[src/rtl/uart_sts_pkg.sv]
package uart_sts_pkg;
  localparam int STAT_W = 16;
  localparam int NFLAG  = 9;

  localparam int B_TXRDY = 8;
  localparam int B_TXDONE = 7;
  localparam int B_RXFULL = 6;
  localparam int B_RXACT = 5;
  localparam int B_RXIDLE = 4;
  localparam int B_RXOVR = 3;
  localparam int B_RXNOISE = 2;
  localparam int B_RXFRAME = 1;
  localparam int B_RXPAR = 0;

  localparam logic [NFLAG-1:0] TX_MASK  = 9'h180;
  localparam logic [NFLAG-1:0] RX_MASK  = 9'h05F;
  localparam logic [NFLAG-1:0] LIVE_MASK = 9'h020;
  localparam logic [NFLAG-1:0] RST_FLAGS = 9'h180;

  typedef enum logic [1:0] {
    CK_RX   = 2'd0,
    CK_TX   = 2'd1,
    CK_LIVE = 2'd2
  } cell_kind_e;

  function automatic cell_kind_e kind_of(input int idx);
    if (LIVE_MASK[idx]) return CK_LIVE;
    if (TX_MASK[idx]) return CK_TX;
    return CK_RX;
  endfunction
endpackage

[src/rtl/uart_sts_decode.sv]
module uart_sts_decode #(
  parameter int ADDR_W = 8,
  parameter logic [ADDR_W-1:0] STAT_ADDR = 8'h0E
) (
  input  logic [ADDR_W-1:0] bus_addr,
  input  logic              bus_rd,
  input  logic              bus_wr,
  input  logic [3:0]        bus_be,
  output logic              stat_rd,
  output logic              data_rd,
  output logic              data_wr
);
  localparam logic [ADDR_W-1:0] DATA_ADDR = STAT_ADDR + 1'b1;

  logic hit_stat_lo;
  logic hit_data_lo;
  logic hit_data_hi;
  logic hit_data;

  always_comb begin
    hit_stat_lo = (bus_addr == STAT_ADDR) && (|bus_be[1:0]);
    hit_data_lo = (bus_addr == DATA_ADDR) && (|bus_be[1:0]);
    hit_data_hi = (bus_addr == STAT_ADDR) && (|bus_be[3:2]);
    hit_data    = hit_data_lo || hit_data_hi;
    stat_rd     = bus_rd && hit_stat_lo;
    data_rd     = bus_rd && hit_data;
    data_wr     = bus_wr && hit_data;
  end
endmodule

[src/rtl/uart_sts_cell.sv]
module uart_sts_cell
  import uart_sts_pkg::*;
#(
  parameter cell_kind_e KIND = CK_RX,
  parameter logic RST_BIT = 1'b0
) (
  input  logic clk,
  input  logic rst_n,
  input  logic set_i,
  input  logic live_i,
  input  logic arm_i,
  input  logic rd_i,
  input  logic wr_i,
  output logic flag_o,
  output logic armed_o
);
  generate
    if (KIND == CK_LIVE) begin : g_live
      assign flag_o  = live_i;
      assign armed_o = 1'b0;
    end else begin : g_seq
      logic flag_q, flag_d, flag_en;
      logic armed_q, armed_d, armed_en;
      logic armed_eff, hit, clr;

      always_comb begin
        armed_eff = arm_i ? flag_q : armed_q;
        hit       = (KIND == CK_TX) ? wr_i : rd_i;
        clr       = armed_eff && hit;
        flag_en   = set_i || clr;
        flag_d    = set_i;
        armed_en  = clr || arm_i;
        armed_d   = clr ? 1'b0 : flag_q;
      end

      always_ff @(posedge clk or negedge rst_n) begin
        if (!rst_n) begin
          flag_q <= RST_BIT;
        end else if (flag_en) begin
          flag_q <= flag_d;
        end
      end

      always_ff @(posedge clk or negedge rst_n) begin
        if (!rst_n) begin
          armed_q <= 1'b0;
        end else if (armed_en) begin
          armed_q <= armed_d;
        end
      end

      assign flag_o  = flag_q;
      assign armed_o = armed_q;

      p_set_wins_r3: assert property (@(posedge clk) disable iff (!rst_n)
        set_i |=> flag_o);

      p_clear_needs_arm_r4: assert property (@(posedge clk) disable iff (!rst_n)
        (flag_o && !set_i && !arm_i && !armed_o) |=> flag_o);

      p_disarm_on_fall_r8: assert property (@(posedge clk) disable iff (!rst_n)
        $fell(flag_o) |-> !armed_o);
    end
  endgenerate
endmodule

[src/rtl/uart_status_unit.sv]
module uart_status_unit
  import uart_sts_pkg::*;
#(
  parameter int ADDR_W = 8,
  parameter logic [ADDR_W-1:0] STAT_ADDR = 8'h0E
) (
  input  logic              clk,
  input  logic              rst_n,
  input  logic [ADDR_W-1:0] bus_addr,
  input  logic              bus_rd,
  input  logic              bus_wr,
  input  logic [3:0]        bus_be,
  input  logic [NFLAG-1:0]  flag_set,
  input  logic              rx_active,
  output logic [STAT_W-1:0] stat_word
);
  localparam int PAD_W = STAT_W - NFLAG;

  logic rst_meta_q, rst_sync_q;

  always_ff @(posedge clk or negedge rst_n) begin
    if (!rst_n) begin
      rst_meta_q <= 1'b0;
      rst_sync_q <= 1'b0;
    end else begin
      rst_meta_q <= 1'b1;
      rst_sync_q <= rst_meta_q;
    end
  end

  logic stat_rd, data_rd, data_wr;

  uart_sts_decode #(.ADDR_W(ADDR_W), .STAT_ADDR(STAT_ADDR)) u_dec (
    .bus_addr (bus_addr),
    .bus_rd   (bus_rd),
    .bus_wr   (bus_wr),
    .bus_be   (bus_be),
    .stat_rd  (stat_rd),
    .data_rd  (data_rd),
    .data_wr  (data_wr)
  );

  logic [NFLAG-1:0] flags;
  logic [NFLAG-1:0] armed;

  generate
    for (genvar i = 0; i < NFLAG; i++) begin : g_cell
      uart_sts_cell #(.KIND(kind_of(i)), .RST_BIT(RST_FLAGS[i])) u_cell (
        .clk     (clk),
        .rst_n   (rst_sync_q),
        .set_i   (flag_set[i]),
        .live_i  (rx_active),
        .arm_i   (stat_rd),
        .rd_i    (data_rd),
        .wr_i    (data_wr),
        .flag_o  (flags[i]),
        .armed_o (armed[i])
      );
    end
  endgenerate

  assign stat_word = {{PAD_W{1'b0}}, flags};

  p_upper_zero_r2: assert property (@(posedge clk) disable iff (!rst_sync_q)
    stat_word[STAT_W-1:NFLAG] == '0);

  p_live_bit_r9: assert property (@(posedge clk) disable iff (!rst_sync_q)
    stat_word[B_RXACT] == rx_active);

  p_rd_wr_excl_r10: assert property (@(posedge clk) disable iff (!rst_sync_q)
    !(bus_rd && bus_wr));

  p_quiet_hold_r10: assert property (@(posedge clk) disable iff (!rst_sync_q)
    (!data_rd && !data_wr) |=> ((($past(flags) & ~flags) & ~LIVE_MASK) == '0));

  p_write_keeps_rx_r5: assert property (@(posedge clk) disable iff (!rst_sync_q)
    (data_wr && !data_rd) |=> ((($past(flags) & ~flags) & RX_MASK) == '0));

  p_read_keeps_tx_r6: assert property (@(posedge clk) disable iff (!rst_sync_q)
    (data_rd && !data_wr) |=> ((($past(flags) & ~flags) & TX_MASK) == '0));
endmodule

[config.mk]
export PLATFORM = sky130hd
export DESIGN_NAME = uart_status_unit
export DESIGN_NICKNAME = d
export VERILOG_FILES = /design/src/rtl/uart_sts_pkg.sv /design/src/rtl/uart_sts_decode.sv /design/src/rtl/uart_sts_cell.sv /design/src/rtl/uart_status_unit.sv
export SDC_FILE = /design/constraint.sdc
export NUM_CORES = 1
export LEC_CHECK = 0
export ABC_AREA = 1
export BUFFER_PORTS_ARGS = -buffer_cell sky130_fd_sc_hd__buf_4
export CORE_AREA = 8 8 64 66
export CTS_CLUSTER_DIAMETER = 150
export DETAILED_ROUTE_END_ITERATION = 10
export DIE_AREA = 0 0 72 74
export PLACE_DENSITY = 0.57
export SETUP_SLACK_MARGIN = 0.3
export SYNTH_ARGS = -nofsm -noshare
export SYNTH_HDL_FRONTEND = slang
export SYNTH_SLANG_ARGS = --single-unit
[constraint.sdc]
create_clock -name clk -period 2.02 [get_ports clk]
set_input_delay 0.303 -clock clk [delete_from_list [all_inputs] [get_ports clk]]
set_output_delay 0.303 -clock clk [all_outputs]
set_load 0.02 [all_outputs]
### Word level (Yosys, flattened, before mapping)

Index checks and enable logic that the tools add are counted.

* register bits after elaboration: 18
* latch bits: 0
* bits in writable memories: 0
* memory bits (read-only): 0
* output and inout bits: 16
* word-level logic and storage cells: 69
* memories: 0

* add/subtract/negate cells: 0
* $mul: 0
* divide/modulo/power cells: 0
* $lt $le $gt $ge: 0
* equality and inequality tests: 2
* shift-type cells: 0
* mux-type cells: 16
* bitwise operators: 0
* reductions and logical operators: 33

Operators with widths (number)
* $logic_or 1x1->1: 17
* $eq 8x4->1 const B: 2
* $mux 1: 16
* $logic_and 1x1->1: 14
* $reduce_or 2->1: 2

### Longest topological paths before layout

* depth after elaboration: 6
* gate-level depth with buffers: 9
* mapped depth without buffers: 8

### By module

A second synthesis with hierarchy kept.

* cell total of the unflattened synthesis: 118
* area, all modules: 939.7 sq um

By module, submodules not included
* uart_sts_cell (g_cell[0].u_cell ...): instances 6, cells each 10, area an instance 86.3 sq um
* uart_sts_cell (g_cell[7].u_cell ...): instances 2, cells each 10, area an instance 87.6 sq um
* uart_sts_decode: instances 1, cells each 24, area an instance 117.6 sq um
* uart_status_unit: instances 1, cells each 11, area an instance 110.1 sq um
* uart_sts_cell (g_cell[5].u_cell): instances 1, cells each 3, area an instance 18.8 sq um

### Least setup slack after synthesis

Ideal clock, no wire load.

* kind: input -> register
* start: in bus_rd
* end: reg g_cell[6].u_cell.g_seq.armed_q
* library setup time: 0.114 ns
* arrival time: 1.066 ns
* required time: 1.906 ns
* slack: 0.840 ns
* stages: 8
* path buffers: 2
* path through: buf_6 > inv_2 > nor2_2 > nand3_2 > buf_6 > or2_0 > nand3_1 > inv_1

* longest elaborated chain between the ends: 4
* elaborated cells on any way between the ends: 6

RTL lines
* start: declaration: line uart_status_unit.sv:10 `input logic bus_rd,`
* $logic_and 1x1->1: line uart_sts_decode.sv:25 `stat_rd = bus_rd && hit_stat_lo;`
* $mux 1: line uart_sts_cell.sv:27 `armed_eff = arm_i ? flag_q : armed_q;`
* $logic_and 1x1->1: line uart_sts_cell.sv:29 `clr = armed_eff && hit;`
* $mux 1 / $logic_or 1x1->1 (equally long branches): line uart_sts_cell.sv:33, uart_sts_cell.sv:32
* end signal: assignment: line uart_sts_cell.sv:48 `armed_q <= armed_d;`
* end: declaration: line uart_sts_cell.sv:23 `logic armed_q, armed_d, armed_en;`

Several ways; a longest one is shown, not always the timed one.
A chain may end at the register's enable or synchronous reset.

### Final worst setup path

* start: reg g_cell[8].u_cell.g_seq.flag_q
* end: out stat_word[8]

RTL lines
* start: declaration: line uart_sts_cell.sv:22 `logic flag_q, flag_d, flag_en;`
* start signal: assignment: line uart_sts_cell.sv:40 `flag_q <= flag_d;`
* end: declaration: line uart_status_unit.sv:15 `output logic [STAT_W-1:0] stat_word`

No word-level cell between the ends.

==> flow_metrics.tcl <==
set metrics [dict create \
    r2r_cells 3 \
    cts_setup_buffers 0 \
    route.vias.total 804 \
    io_buffers 31 \
    critical_path.cell_chain "buf_4" \
    seqCellArea_um2 453 \
    cts_tree "yes" \
    cts-resized-gates 0 \
    path_clk_slew_ns 0.10 \
    grt_pass1_wl_um 3390 \
    clk_latency_ns 0.29 \
    required_ns 1.72 \
    clock_skew_ns 0.00264 \
    detailed_place_hpwl_um 1600 \
    setup_viol 0 \
    ys_ff_latch 18 \
    drive_gt1_share_pct 31.6 \
    timing.fmax_mhz 776 \
    total_power_mw 0.724 \
    grt-ovfl-total 0 \
    drt-total-wl_um 2010 \
    diodes 0 \
    die_width_um 72 \
    cts_made_buffers 3 \
    synth_common_cells "nand2_1 (31), inv_1 (30), nand3_1 (18), buf_4 (16), dfrtp_1 (16)" \
    hold_depth 3 \
    pin_count 42 \
    grt_pass1_vias 813 \
    cp-start-kind "flip-flop" \
    hold_viol_final 0 \
    antenna_found_initial 0 \
    syn_avg_cell_area_um2 7.65 \
    slowest_delay_ns 0.55 \
    worstSetupPathType "flip-flop to output pin" \
    synth-main-ff-cell "dfrtp_1" \
    clockRootBuffer "clkbuf_4" \
    grt_use_total_pct 8.13 \
    yosys_warnings 0 \
    final_design_area_no_fill_um2 1240 \
    gp_congestion 0.686 \
    fin_crit_ns 1.29 \
    crit_path_top_delay_cell "dfstp_2" \
    max_slew_margin_pct 57.3 \
    r2r-end "g_cell[4].u_cell.armed_o" \
    crit_family "flip-flops" \
    finalCritPeriodShare_pct 63.8 \
    dieHeight_um 74 \
    p_per_area_nw_per_um2 583 \
    slew_viol_final 0 \
    synth_seq_area_share_pct 44.2 \
    tightest_slew_ns 0.641 \
    first_iter_violations 22 \
    critPathLaunch "g_cell[8].u_cell.flag_o" \
    area_growth_syn_to_layout_pct 21.1 \
    cts_hold_buf 1 \
    synth_area_um2 1020 \
    vias_per_cell 3.94 \
    worstReg2RegStart "g_cell[4].u_cell.flag_o" \
    synth_top_area_share_pct 39.1 \
    fin_nets 185 \
    vdd.ir_drop.worst_mv 0.259 \
    start_util_pct 32.2 \
    maxCapViolCount 0 \
    rsz0062_at_grt "no" \
    core_um2 3180 \
    ys_async_sr_fraction_pct 100 \
    dpl-instance-area_um2 1190 \
    synth_edf_count 0 \
    grt_max_degree 17 \
    yosysUniqueCellTypes 15 \
    critPathBufInv 1 \
    cts.htree.levels 1 \
    whs_endpoint "g_cell[4].u_cell.flag_o" \
    yosys-top-cells-area "dfrtp_1 (39%), buf_4 (12%), nand2_1 (11%)" \
    syn_inst 134 \
    cts_max_path_buffers 2 \
    synth_top_cell_by_area "dfrtp_1" \
    rrSetupSlack_ns 1.11 \
    cts_sinks 18 \
    drc 0 \
    yosys.cell_count.top_type "nand2_1" \
    p_leak_nw 0.696 \
    nFillCells 321 \
    critPathArrivalTime_ns 0.98 \
    hp-start "flag_set[4]" \
    cp_max_fo 3 \
    placement_rows 21 \
    hold_class "input port to flip-flop" \
    wl_per_cell_um 9.85 \
    drt.antenna.violating_nets 0 \
    multiInputGateArea_um2 335 \
    drtPass1Iterations 2 \
    status "completed" \
    setup_tns_ns 0 \
    dieArea_um2 5330 \
    worstSetupEndpointType "output pin" \
]
==> how the worst max path moves through the flow <==
stage,end,slack [ns],depth (start not counted)
final,stat_word[8],0.73,1
after detailed placement,g_cell[3].u_cell.armed_o,0.49,8
after global placement,g_cell[2].u_cell.armed_o,0.51,8
after CTS,stat_word[8],0.71,1
after floorplan,g_cell[6].u_cell.armed_o,0.84,8
after global routing,stat_word[7],0.68,1
==> report_power, final <==
group          switching (mW)  internal, mW
clock network           0.109         0.110
logic                  0.0569        0.0530
registers              0.0118         0.383
total                   0.178         0.546
==> cells by family (layout without fill, tap and decap cells) <==
group,after synthesis,count (layout),share of synthesized area (%)
simple gates,65,65,29.8
buf+inv,49,67,25.3
flops,18,18,44.2
other cells,2,8,0.733
==> flip-flops by register name, indices dropped and copies added (netlist names) <==
signal	cells
g_cell.u_cell.armed_o	8
g_cell.u_cell.flag_o	8
rst_meta_q	1
rst_sync_q	1
==> per-layer routing <==
metal / global-route usage, % / vias up / part of all wire [%] / wire length (um)
met4: 4.76 / 0 / 1.9 / 38
met1: 7.70 / 370 / 38 / 757
met5: 0 / - / 0 / 0
met3: 2.02 / 5 / 4.4 / 89
met2: 15.6 / 17 / 56 / 1130
li1: - / 412 / - / -
==> stage by stage <==
| step | cells | worst slack [ns] | utilization, % | hold slack (ns) |
|---|---|---|---|---|
| final | 204 | 0.732 | 39.0 | 0.179 |
| after global routing | 204 | 0.678 | 39.0 | 0.166 |
| after CTS | 204 | 0.712 | 39.0 | 0.169 |
| after detailed placement | 199 | 0.486 | 37.6 | 0.0868 |
| after global placement | 199 | 0.513 | 37.6 | 0.0857 |
| after floorplan | 140 | 0.840 | - | 0.00741 |
==> layout make-up <==
cell class                      instances  area share, %
Clock buffer                            4           2.92
Inverter                               31           9.38
Multi-Input combinational cell         73           27.0
Sequential cell                        18           36.5
Tap cell                               46           4.64
Timing Repair Buffer                   32           19.6
==> cell usage in the layout, fill, tap and decap left out, drive strengths merged <==
cell         synthesis  layout
or2                  9       9
conb                 2       8
buf                 18      31
nand2               32      32
dfstp                2       2
dfrtp               16      16
nand3               19      19
nor2                 5       5
inv                 31      31
clkbuf               0       4
dlygate4sd3          0       1
==> worst min-delay path, stage by stage <==
cell and delay [ns]:
buf_4 0.07, inv_1 0.03, nand2_1 0.05
(Power assumes the default switching activity.)
